<file path="config.mk">
export PLATFORM = sky130hd
export DESIGN_NAME = ctlep_stage_seq
export DESIGN_NICKNAME = d
export VERILOG_FILES = /design/src/rtl/ctlep_pkg.sv /design/src/rtl/ctlep_ctl_regs.sv /design/src/rtl/ctlep_buf_ready.sv /design/src/rtl/ctlep_resp_unit.sv /design/src/rtl/ctlep_stage_seq.sv
export SDC_FILE = /design/constraint.sdc
export NUM_CORES = 1
export LEC_CHECK = 0
export CORE_AREA = 2 2 71 73
export DETAILED_ROUTE_END_ITERATION = 16
export DIE_AREA = 0 0 73 75
export PLACE_DENSITY = 0.58
export SLEW_MARGIN = 40
export SYNTH_ARGS = -nofsm -noshare
export SYNTH_HDL_FRONTEND = slang
export SYNTH_SLANG_ARGS = --single-unit
</file>
<file path="constraint.sdc">
create_clock -name clk -period 2.04 [get_ports clk]
set_input_delay 0.612 -clock clk [delete_from_list [all_inputs] [get_ports clk]]
set_output_delay 0.612 -clock clk [all_outputs]
set_load 0.01 [all_outputs]
</file>
<file path="src/rtl/ctlep_pkg.sv">
package ctlep_pkg;

    localparam int CFG_W     = 8;
    localparam int B_STALL   = 0;
    localparam int B_STATUS  = 1;
    localparam int B_DSEN    = 2;
    localparam int B_READY   = 3;
    localparam int B_CLEAR   = 4;

    typedef enum logic [2:0] {
        RSP_NONE  = 3'd0,
        RSP_ACK   = 3'd1,
        RSP_NAK   = 3'd2,
        RSP_STALL = 3'd3,
        RSP_DATA  = 3'd4,
        RSP_ZLP   = 3'd5
    } rsp_e;

    typedef enum logic [1:0] {
        PND_NONE = 2'd0,
        PND_DIN  = 2'd1,
        PND_ZLP  = 2'd2
    } pend_e;

    typedef struct packed {
        logic stall;
        logic status;
        logic dsen;
        logic dir_in;
    } ctl_state_t;

    typedef struct packed {
        logic setup;
        logic tin;
        logic tout;
        logic hack;
    } tok_t;

    typedef struct packed {
        logic out_data_ack;
        logic in_data_done;
        logic st_out_ack;
        logic st_in_done;
    } hs_ev_t;

    function automatic rsp_e pick_in(ctl_state_t s, logic ready);
        if (s.stall)                           return RSP_STALL;
        else if (s.status)                     return RSP_ZLP;
        else if (s.dir_in && s.dsen && ready)  return RSP_DATA;
        else                                   return RSP_NAK;
    endfunction

    function automatic rsp_e pick_out(ctl_state_t s);
        if (s.stall)                  return RSP_STALL;
        else if (s.status)            return RSP_ACK;
        else if (!s.dir_in && s.dsen) return RSP_ACK;
        else                          return RSP_NAK;
    endfunction

endpackage

</file>
<file path="src/rtl/ctlep_ctl_regs.sv">
module ctlep_ctl_regs
    import ctlep_pkg::*;
(
    input  logic             clk,
    input  logic             rst,
    input  logic             wr_en,
    input  logic [CFG_W-1:0] wr_data,
    input  logic             setup,
    input  logic             setup_dir_in,
    input  hs_ev_t           ev,
    output ctl_state_t       st
);

    always_ff @(posedge clk) begin
        if (rst) begin
            st <= '0;
        end else if (setup) begin
            st.stall  <= 1'b0;
            st.status <= 1'b0;
            st.dsen   <= 1'b0;
            st.dir_in <= setup_dir_in;
        end else begin
            if (ev.out_data_ack || ev.in_data_done)
                st.dsen <= 1'b0;
            if (ev.st_out_ack || ev.st_in_done)
                st.status <= 1'b0;
            if (wr_en) begin
                st.stall  <= wr_data[B_STALL];
                st.status <= wr_data[B_STATUS];
                st.dsen   <= wr_data[B_DSEN];
            end
        end
    end

endmodule

</file>
<file path="src/rtl/ctlep_buf_ready.sv">
module ctlep_buf_ready
    import ctlep_pkg::*;
#(
    parameter int CNT_W = 16
) (
    input  logic             clk,
    input  logic             rst,
    input  logic             wr_en,
    input  logic [CFG_W-1:0] wr_data,
    input  logic             blen_wr_en,
    input  logic [CNT_W-1:0] blen_wr_data,
    input  logic [CNT_W-1:0] fill,
    input  logic             dir_in,
    input  logic             setup,
    input  logic             in_done,
    output logic             ready,
    output logic             buf_clear
);

    logic [CNT_W-1:0] blen_q;
    logic             clr_req;
    logic             set_req;
    logic             auto_hit;

    assign clr_req  = wr_en && wr_data[B_CLEAR];
    assign auto_hit = dir_in && (blen_q != '0) && (fill == blen_q);
    assign set_req  = (wr_en && wr_data[B_READY]) || auto_hit;

    always_ff @(posedge clk) begin
        if (rst) begin
            blen_q    <= '0;
            ready     <= 1'b0;
            buf_clear <= 1'b0;
        end else begin
            if (blen_wr_en)
                blen_q <= blen_wr_data;
            buf_clear <= clr_req;
            if (clr_req || setup || in_done)
                ready <= 1'b0;
            else if (set_req)
                ready <= 1'b1;
        end
    end

endmodule

</file>
<file path="src/rtl/ctlep_resp_unit.sv">
module ctlep_resp_unit
    import ctlep_pkg::*;
(
    input  logic       clk,
    input  logic       rst,
    input  tok_t       tok,
    input  ctl_state_t st,
    input  logic       ready,
    output hs_ev_t     ev,
    output logic       rsp_valid,
    output rsp_e       rsp_code,
    output logic       irq,
    output pend_e      pend
);

    rsp_e in_code;
    rsp_e out_code;
    logic out_only;

    assign in_code  = pick_in(st, ready);
    assign out_code = pick_out(st);
    assign out_only = tok.tout && !tok.tin && !tok.setup;

    always_comb begin
        ev.out_data_ack = out_only && !st.stall && !st.status && out_code == RSP_ACK;
        ev.st_out_ack   = out_only && !st.stall && st.status;
        ev.in_data_done = tok.hack && !tok.setup && pend == PND_DIN;
        ev.st_in_done   = tok.hack && !tok.setup && pend == PND_ZLP;
    end

    always_ff @(posedge clk) begin
        if (rst) begin
            rsp_valid <= 1'b0;
            rsp_code  <= RSP_NONE;
            irq       <= 1'b0;
            pend      <= PND_NONE;
        end else begin
            rsp_valid <= tok.setup || tok.tin || tok.tout;
            if (tok.setup)     rsp_code <= RSP_ACK;
            else if (tok.tin)  rsp_code <= in_code;
            else if (tok.tout) rsp_code <= out_code;
            else               rsp_code <= RSP_NONE;
            irq <= tok.setup || ev.out_data_ack || ev.in_data_done;
            if (tok.setup)
                pend <= PND_NONE;
            else if (tok.tin)
                pend <= (in_code == RSP_DATA) ? PND_DIN :
                        (in_code == RSP_ZLP)  ? PND_ZLP : PND_NONE;
            else if (tok.hack)
                pend <= PND_NONE;
        end
    end

endmodule

</file>
<file path="src/rtl/ctlep_stage_seq.sv">
module ctlep_stage_seq
    import ctlep_pkg::*;
#(
    parameter int CNT_W = 16
) (
    input  logic             clk,
    input  logic             rst,
    input  logic             cfg_wr_en,
    input  logic [7:0]       cfg_wr_data,
    output logic [7:0]       cfg_rd_data,
    input  logic             blen_wr_en,
    input  logic [CNT_W-1:0] blen_wr_data,
    input  logic             tok_setup,
    input  logic             setup_dir_in,
    input  logic             tok_in,
    input  logic             tok_out,
    input  logic             host_ack,
    input  logic [CNT_W-1:0] buf_fill,
    output logic             rsp_valid,
    output logic [2:0]       rsp_code,
    output logic             buf_clear,
    output logic             ep_irq
);

    ctl_state_t st;
    hs_ev_t     ev;
    tok_t       tok;
    rsp_e       code_q;
    pend_e      pend;
    logic       ready;

    assign tok = '{setup: tok_setup, tin: tok_in, tout: tok_out, hack: host_ack};

    ctlep_ctl_regs u_regs (
        .clk          (clk),
        .rst          (rst),
        .wr_en        (cfg_wr_en),
        .wr_data      (cfg_wr_data),
        .setup        (tok_setup),
        .setup_dir_in (setup_dir_in),
        .ev           (ev),
        .st           (st)
    );

    ctlep_buf_ready #(.CNT_W(CNT_W)) u_ready (
        .clk          (clk),
        .rst          (rst),
        .wr_en        (cfg_wr_en),
        .wr_data      (cfg_wr_data),
        .blen_wr_en   (blen_wr_en),
        .blen_wr_data (blen_wr_data),
        .fill         (buf_fill),
        .dir_in       (st.dir_in),
        .setup        (tok_setup),
        .in_done      (ev.in_data_done),
        .ready        (ready),
        .buf_clear    (buf_clear)
    );

    ctlep_resp_unit u_resp (
        .clk       (clk),
        .rst       (rst),
        .tok       (tok),
        .st        (st),
        .ready     (ready),
        .ev        (ev),
        .rsp_valid (rsp_valid),
        .rsp_code  (code_q),
        .irq       (ep_irq),
        .pend      (pend)
    );

    assign rsp_code = code_q;

    always_comb begin
        cfg_rd_data           = '0;
        cfg_rd_data[B_STALL]  = st.stall;
        cfg_rd_data[B_STATUS] = st.status;
        cfg_rd_data[B_DSEN]   = st.dsen;
        cfg_rd_data[B_READY]  = ready;
    end

endmodule

</file>
# Word-level counts from Yosys, hierarchy flattened
# Cells that the tools add are included.
# word_totals
reg_bits,29
input_bits,49
output_inout_bits,14
wordCells,70
# classes
eq_ne,6
mux,16
reduce_logical,36
# op_table
op,count
$mux 3,7
$eq 16x16->1,1
$logic_and 1x1->1,16
$reduce_bool 16->1,1
$mux 2,6
$logic_or 1x1->1,9
$eq 3x3->1 const B,2
$reduce_bool 2->1,3
$logic_not 1->1,5
$reduce_or 2->1,2
$eq 3x1->1 const B,1
$mux 1,3
$eq 2x1->1 const B,1
$eq 2x2->1 const B,1

# Depth between registers and ports, before layout
# Gate-level depths: netlist of the first run.
# depth
depth_word,10
depth_mapped,5
depth_no_buf,4

# Modules after synthesis
# A second synthesis of the first run with hierarchy kept.
# unflattened
cells_unflattened,146
area_unflattened_um2,1423.9
# by_module_without_submodules
mod,n_inst,cells_each,area_per_inst_um2,seq_area_each_um2
ctlep_buf_ready,1,87,875.8,360.3
ctlep_resp_unit,1,39,355.3,140.1
ctlep_ctl_regs,1,14,151.4,80.1
ctlep_stage_seq,1,6,41.3,0.0

# Least setup slack after synthesis of the first run
# Ideal clock, no wire load.
# synth_path
path_kind,input -> register
from,input port tok_in
to,register u_regs.st[1] (netlist name)
setup_time_ns,0.117
arrival_time_ns,1.595
required_time_ns,1.923
setup_slack_ns,0.328
cell_stages,5
path_buffers,1
cell_sequence,buf_6 -> or4b_4 -> o31a_1 -> nand3b_1 -> a21oi_1
# synth_via
elab_chain_cells,8
# synth_lines
item,line,rtl
"start, declared",ctlep_stage_seq.sv:15,"input logic tok_in,"
$logic_not 1->1,ctlep_resp_unit.sv:22,assign out_only = tok.tout && !tok.tin && !tok.setup;
$logic_and 1x1->1 (2 in series),ctlep_resp_unit.sv:22,
$logic_and 1x1->1 (3 in series),ctlep_resp_unit.sv:25,ev.out_data_ack = out_only && !st.stall && !st.status && out_code == RSP_ACK;
$logic_or 1x1->1,ctlep_ctl_regs.sv:23,if (ev.out_data_ack || ev.in_data_done)
$reduce_bool 2->1 (no line),-,
# Every way passes these cells.
# A chain may end at the register's enable or synchronous reset.

# Final worst setup path of the first run
# layout_path
from,register u_regs.st[2] (netlist name)
to,output port cfg_rd_data[1]
# layout_rtl
item,line,rtl
"end, declared",ctlep_stage_seq.sv:10,"output logic [7:0] cfg_rd_data,"
# No word-level cell between the ends.

==> run_results.csv, run 1 <==
group,metric,value,unit
floorplan,die_area,5480,sq um
sta,fin_worst_skew,3.51,ps
floorplan,die_y,75,microns
sta,final_hold_viol_count,0,
clock_network,clkTransAtPathRegs,60,ps
clock_network,insertion_delay,280,ps
cells_and_area,n_antenna_cell,0,
clock_network,cts_resized,0,
pwr,pwr-share-comb,18.3,%
sta,setup_ws,77.3,ps
global_routing,grt_max_degree,22,
pwr,p_per_area,646,nW/um^2
clock_network,postCtsHoldBufs,0,
logic_synthesis,syn_area_per_cell,9.44,sq um
global_routing,antenna_found_initial,0,
global_routing,first_global_vias,1112,
global_routing,grt_overflow,0,
worst_setup_path,crit_path_start_kind,"flop",
cells_and_area,syn_to_final_growth,51.0,%
detailed_routing,wirelength,3340,microns
worst_setup_path,worstPathArrival,1350,ps
placement,globalplace.congestion,0.704,
worst_setup_path,critical_path.top_delay_family,"buffers and inverters",
placement,placed_area,1990,sq um
worst_setup_path,crit_type,"reg2out",
placement,dp.final_hpwl,2550,microns
placement,pre_cts_slack,-108,ps
flow_run,drv_cap,0,
worst_setup_path,timing.rr.start,"u_regs.st[3]",
clock_network,clk_path_buf_depth,2,
clock_network,htreeDepth,2,
logic_synthesis,ys_types,32,
detailed_routing,post_drt_wl_per_cell,12.8,microns
cells_and_area,stdcell_area,2080,sq um
clock_network,numClockSinks,29,
worst_setup_path,r2r_end,"u_regs.st[1]",
detailed_routing,drtIter0Drc,33,
sta,setup_tns,0,ps
placement,numPortBuffers,55,
floorplan,fp.coreArea,4660,sq um
logic_synthesis,synth-edff-count,0,
pwr,p_sw,0.000324,W
sta,fmax,510,MHz
sta,setup_viol,0,
worst_setup_path,timing.critical_path.cells,"clkdlybuf4s50_1",
logic_synthesis,async_reset_ff_share,0,%
sta,rsz0062_at_grt,"false",
floorplan,start_util,29.6,%
logic_synthesis,ys_seq_area_share,42.1,%
worst_setup_path,cp_slowest_cell,"clkdlybuf4s50_1",
detailed_routing,dr_total_vias,1217,
floorplan,ios,63,
pwr,seq_power_share,46.0,%
cells_and_area,num-fill-cells,472,
pwr,p_int,0.00102,W
sta,finalCriticalPeriod,1960,ps
detailed_routing,drc,0,
sta,report.final.slew_viol_count,0,
cells_and_area,drive_gt1_share,8.21,%
worst_setup_path,path_depth,1,
logic_synthesis,syn-instance-count,146,
floorplan,num_rows,25,
clock_network,cts_root_buffer,"clkbuf_8",
floorplan,die_width,73,microns
worst_setup_path,cp_num_buf_inv,1,
worst_setup_path,critPathMaxFanout,8,
clock_network,numCtsBuffers,5,
hold_path,hp-class,"reg2reg",
clock_network,post-cts-setup-buffers,0,
worst_setup_path,startpoint,"u_regs.st[2]",
worst_setup_path,crit_end,"cfg_rd_data[1]",
global_routing,grt_pass1_wl,5210,microns
detailed_routing,drtAntennaViolNets,0,
pwr,p_leak,0.809,nW
logic_synthesis,ys_ff_latch,29,
cells_and_area,fin_util,44.6,%
clock_network,cts_tree,"yes",
worst_setup_path,rr_worst_depth,4,
worst_setup_path,reg2reg_setup_slack,560,ps
outcome,outcome,"completed",
pwr,p_sw_share,24.1,%
pwr,ir_worst_vdd,0.000276,V
sta,finalCritPeriodShare,96.2,%
detailed_routing,first_pass_iters,4,
global_routing,grtUsageTotal,12.9,%
logic_synthesis,synth_flop_cell,"dfxtp_1",
logic_synthesis,yosys_warnings,0,
pwr,clkPwrFrac,35.6,%
worst_setup_path,cp.required,1430,ps
worst_setup_path,critical-path-max-stage-delay,600,ps
cells_and_area,fin_nets,256,
detailed_routing,via_per_inst,4.66,
worst_setup_path,cp-end-kind,"output port",
logic_synthesis,syn_area,1380,sq um
[stage by stage]
| step | std cells | hold slack, ps | total power, W |
|---|---|---|---|
| after floorplan | 149 | 479 | 0.000745 |
| after global placement | 254 | 506 | 0.000881 |
| after detailed placement | 254 | 523 | 0.000881 |
| after CTS | 261 | 542 | 0.00136 |
| after global routing | 261 | 573 | 0.00141 |
| final | 261 | 533 | 0.00134 |
[cell usage after synthesis, drive strengths merged (2+ instances only)]
cell    count  share of area [%]
dfxtp      29                 42
nor2       25                6.8
mux2i      18                 13
xnor2      13                8.3
buf         9                5.1
a21oi       8                3.2
nor4        6                2.7
nand4       5                2.3
nand2       4                1.1
nor3        4                1.5
inv         3               0.82
nand3b      3                2.5
xor2        3                1.9
clkbuf      2               0.55
[how the worst min path moves through the flow]
stage	start	to	slack, ps	cells after the start
2_1_floorplan	u_resp.pend[0]	u_resp.pend[0]	480	2
3_3_place_gp	u_resp.pend[0]	u_resp.pend[0]	510	2
3_5_place_dp	u_resp.pend[0]	u_resp.pend[0]	520	2
4_1_cts	u_regs.st[1]	u_regs.st[1]	540	2
5_1_grt	u_ready.blen_q[6]	u_ready.blen_q[6]	570	2
6_report	u_regs.st[1]	u_regs.st[1]	530	2
[registers in the layout (all words and copies together), names as in the netlist]
register	flops
u_ready.ready	1
u_resp.rsp_valid	1
u_regs.st	4
u_ready.blen_q	16
u_resp.irq	1
u_resp.rsp_code	3
u_resp.pend	2
u_ready.buf_clear	1
[worst register-to-register path: stages, from the launching register on]
cell and delay [ps]:
dfxtp_1 370, or4b_4 560, o31a_1 290, nand3b_1 100, a21oi_1 60
[cell usage in the layout (no fill, tap or decap), drive strengths merged, types with 3 or more instances in the layout]
| cell type | count |
|---|---|
| nand4 | 5 |
| inv | 3 |
| nand2 | 4 |
| nor3 | 4 |
| mux2i | 18 |
| nor4 | 6 |
| xor2 | 3 |
| conb | 4 |
| xnor2 | 13 |
| buf | 7 |
| dfxtp | 29 |
| clkbuf | 7 |
| nand3b | 3 |
| nor2 | 25 |
| clkdlybuf4s50 | 55 |
| a21oi | 8 |
[routing by layer]
metal / vias up / track usage [%] / wire length (microns)
met4: 0 / 4.94 / 46
li1: 617 / - / -
met2: 46 / 20.9 / 1500
met5: - / 0 / 0
met1: 548 / 15.0 / 1510
met3: 6 / 5.76 / 281
[layout make-up]
type | instances | area, sq um | area share [%]
clock buffers | 7 | 86.3 | 4.15
inverters | 3 | 11.3 | 0.541
multi-input cells | 106 | 719 | 34.6
flip-flops and latches | 29 | 581 | 27.9
well taps | 54 | 67.6 | 3.25
repair buffers | 62 | 616 | 29.6
[cells by family after synthesis]
logic type	count (synthesis)	synth area share, %
other	1	0.272
AND/OR/NAND/NOR	55	21.8
flip-flops	29	42.1
buffers and inverters	14	6.45
XOR/XNOR	16	10.2
AO/OA/AOI/OAI	13	6.09
multiplexers	18	13.1
[power by group through the flow]
stage               Sequential (W)  Combinational [W]  Clock, W
floorplan                 0.000630           0.000114         0
global placement          0.000632           0.000249         0
detailed placement        0.000632           0.000249         0
CTS                       0.000620           0.000250  0.000493
global route              0.000623           0.000270  0.000514
finish                    0.000619           0.000246  0.000479
Note: power is estimated with default switching activity, not from simulation.
==> inputs of run 2 (changes only) <==
--- a/config.mk
+++ b/config.mk
@@ -5,11 +5,13 @@
 export SDC_FILE = /design/constraint.sdc
 export NUM_CORES = 1
 export LEC_CHECK = 0
-export CORE_AREA = 2 2 71 73
+export CELL_PAD_IN_SITES_DETAIL_PLACEMENT = 1
+export CELL_PAD_IN_SITES_GLOBAL_PLACEMENT = 1
+export CORE_AREA = 2 2 72 74
 export DETAILED_ROUTE_END_ITERATION = 16
-export DIE_AREA = 0 0 73 75
-export PLACE_DENSITY = 0.58
-export SLEW_MARGIN = 40
+export DIE_AREA = 0 0 74 76
+export PLACE_DENSITY = 0.75
+export SLEW_MARGIN = 20
 export SYNTH_ARGS = -nofsm -noshare
 export SYNTH_HDL_FRONTEND = slang
 export SYNTH_SLANG_ARGS = --single-unit
==> run_results.csv, run 2 (synthesis results as in run 1) <==
group,metric,value,unit
outcome,outcome,"completed",
worst_setup_path,cp-end-kind,"output port",
floorplan,fp.coreArea,4910,sq um
worst_setup_path,cp_num_buf_inv,1,
clock_network,insertion_delay,280,ps
sta,finalCriticalPeriod,1960,ps
cells_and_area,layout_common_cells,"clkdlybuf4s50_1, dfxtp_1, nor2_1",
placement,dp_cells,270,
global_routing,grt_pass1_wl,6070,microns
global_routing,antenna_found_initial,0,
placement,numPortBuffers,55,
detailed_routing,drtAntennaViolNets,0,
sta,finalCritPeriodShare,95.9,%
worst_setup_path,timing.critical_path.cells,"clkdlybuf4s50_1",
cells_and_area,n_antenna_cell,0,
clock_network,numClockSinks,29,
clock_network,cts_resized,0,
detailed_routing,dr_total_vias,1230,
cells_and_area,fin_nets,256,
cells_and_area,fin_cells,278,
pwr,p_leak,0.819,nW
detailed_routing,post_drt_wl_per_cell,13.2,microns
floorplan,die_area,5620,sq um
hold_path,min_path_cells,2,
worst_setup_path,critical_path.top_delay_family,"buffers and inverters",
floorplan,die_y,76,microns
flow_run,drv_cap,0,
global_routing,first_global_vias,1350,
worst_setup_path,crit_type,"reg2out",
cells_and_area,top_register,"u_ready.blen_q",
cells_and_area,fin_util,43.1,%
clock_network,post-cts-setup-buffers,0,
clock_network,cts_root_buffer,"clkbuf_8",
worst_setup_path,critical-path-max-stage-delay,600,ps
worst_setup_path,cp.required,1430,ps
global_routing,grt_overflow,0,
floorplan,num_rows,26,
clock_network,postCtsHoldBufs,0,
worst_setup_path,path_depth,1,
sta,report.final.slew_viol_count,0,
cells_and_area,num-fill-cells,584,
placement,globalplace.congestion,0.774,
detailed_routing,drc,0,
sta,fin_worst_skew,10.0,ps
sta,fmax,511,MHz
clock_network,clkTransAtPathRegs,70,ps
detailed_routing,drtIter0Drc,48,
clock_network,htreeDepth,2,
sta,setup_viol,0,
worst_setup_path,cp_slowest_cell,"clkdlybuf4s50_1",
cells_and_area,drive_gt1_share,9.13,%
detailed_routing,first_pass_iters,4,
clock_network,clk_path_buf_depth,2,
placement,dp.final_hpwl,2940,microns
global_routing,grt_max_degree,22,
cells_and_area,multi_input_area,719,sq um
detailed_routing,via_per_inst,4.42,
sta,final_hold_viol_count,0,
cells_and_area,largest_reg_flops,16,
cells_and_area,reg.largest.list,"u_ready.blen_q: 16 flops, u_regs.st: 4 flops, u_resp.rsp_code: 3 flops",
floorplan,ios,63,
global_routing,grtUsageTotal,13.9,%
hold_path,hp-class,"reg2reg",
clock_network,numCtsBuffers,5,
floorplan,start_util,28.0,%
cells_and_area,regArea,581,sq um
worst_setup_path,crit_path_start_kind,"flop",
clock_network,cts_tree,"yes",
floorplan,die_width,74,microns
cells_and_area,final_common_cell,"clkdlybuf4s50_1",
worst_setup_path,worstPathArrival,1350,ps
cells_and_area,syn_to_final_growth,53.6,%
sta,rsz0062_at_grt,"false",
pwr,p_per_area,655,nW/um^2
detailed_routing,wirelength,3680,microns
pwr,ir_worst_vdd,0.000246,V
worst_setup_path,rr_worst_depth,4,
worst_setup_path,critPathMaxFanout,8,
## run 2: changes by cell type in the layout (fill, tap and decap cells not counted), sizes merged
cell and change:
clkinv +1
## run 2: path summary, 6_finish.rpt
kind | from | end | slack [ps]
worst max-delay path | u_regs.st[2] | cfg_rd_data[1] | 80
worst min register to register | u_resp.pend[0] | u_resp.pend[0] | 530
worst min-delay path | u_resp.pend[0] | u_resp.pend[0] | 530
worst max register to register | u_regs.st[3] | u_regs.st[1] | 530
## run 2: per-layer routing
layer  track usage (%)  share of wire (%)
met3              3.70                5.8
met5                 0                  0
met4              5.27                1.4
met2              23.5                 49
met1              16.5                 44
## run 2: metrics by stage
stage               hold WS, ps  setup TNS, ps  setup WS [ps]  total power (W)  area (sq um)
finish                      529              0           82.8          0.00139          2120
global route                574              0           21.6          0.00146          2120
CTS                         529              0           65.9          0.00140          2120
detailed placement          517           -248           -114         0.000886          2010
global placement            501           -170          -93.1         0.000881          2010
floorplan                   479              0            328         0.000745          1390
## run 2: final cells by class
class                      count  share of cell area [%]
multi-input combinational    106                    34.0
sequential                    29                    27.4
inverter                       3                   0.532
clock buffer                   7                    4.55
timing repair buffer          62                    29.1
tap                           70                    4.14
clock inverter                 1                   0.237
## run 2: report_power, final
part	internal, W	switching, W
Combinational	0.000158	0.0000904
Sequential	0.000595	0.0000252
Clock	0.000304	0.000213
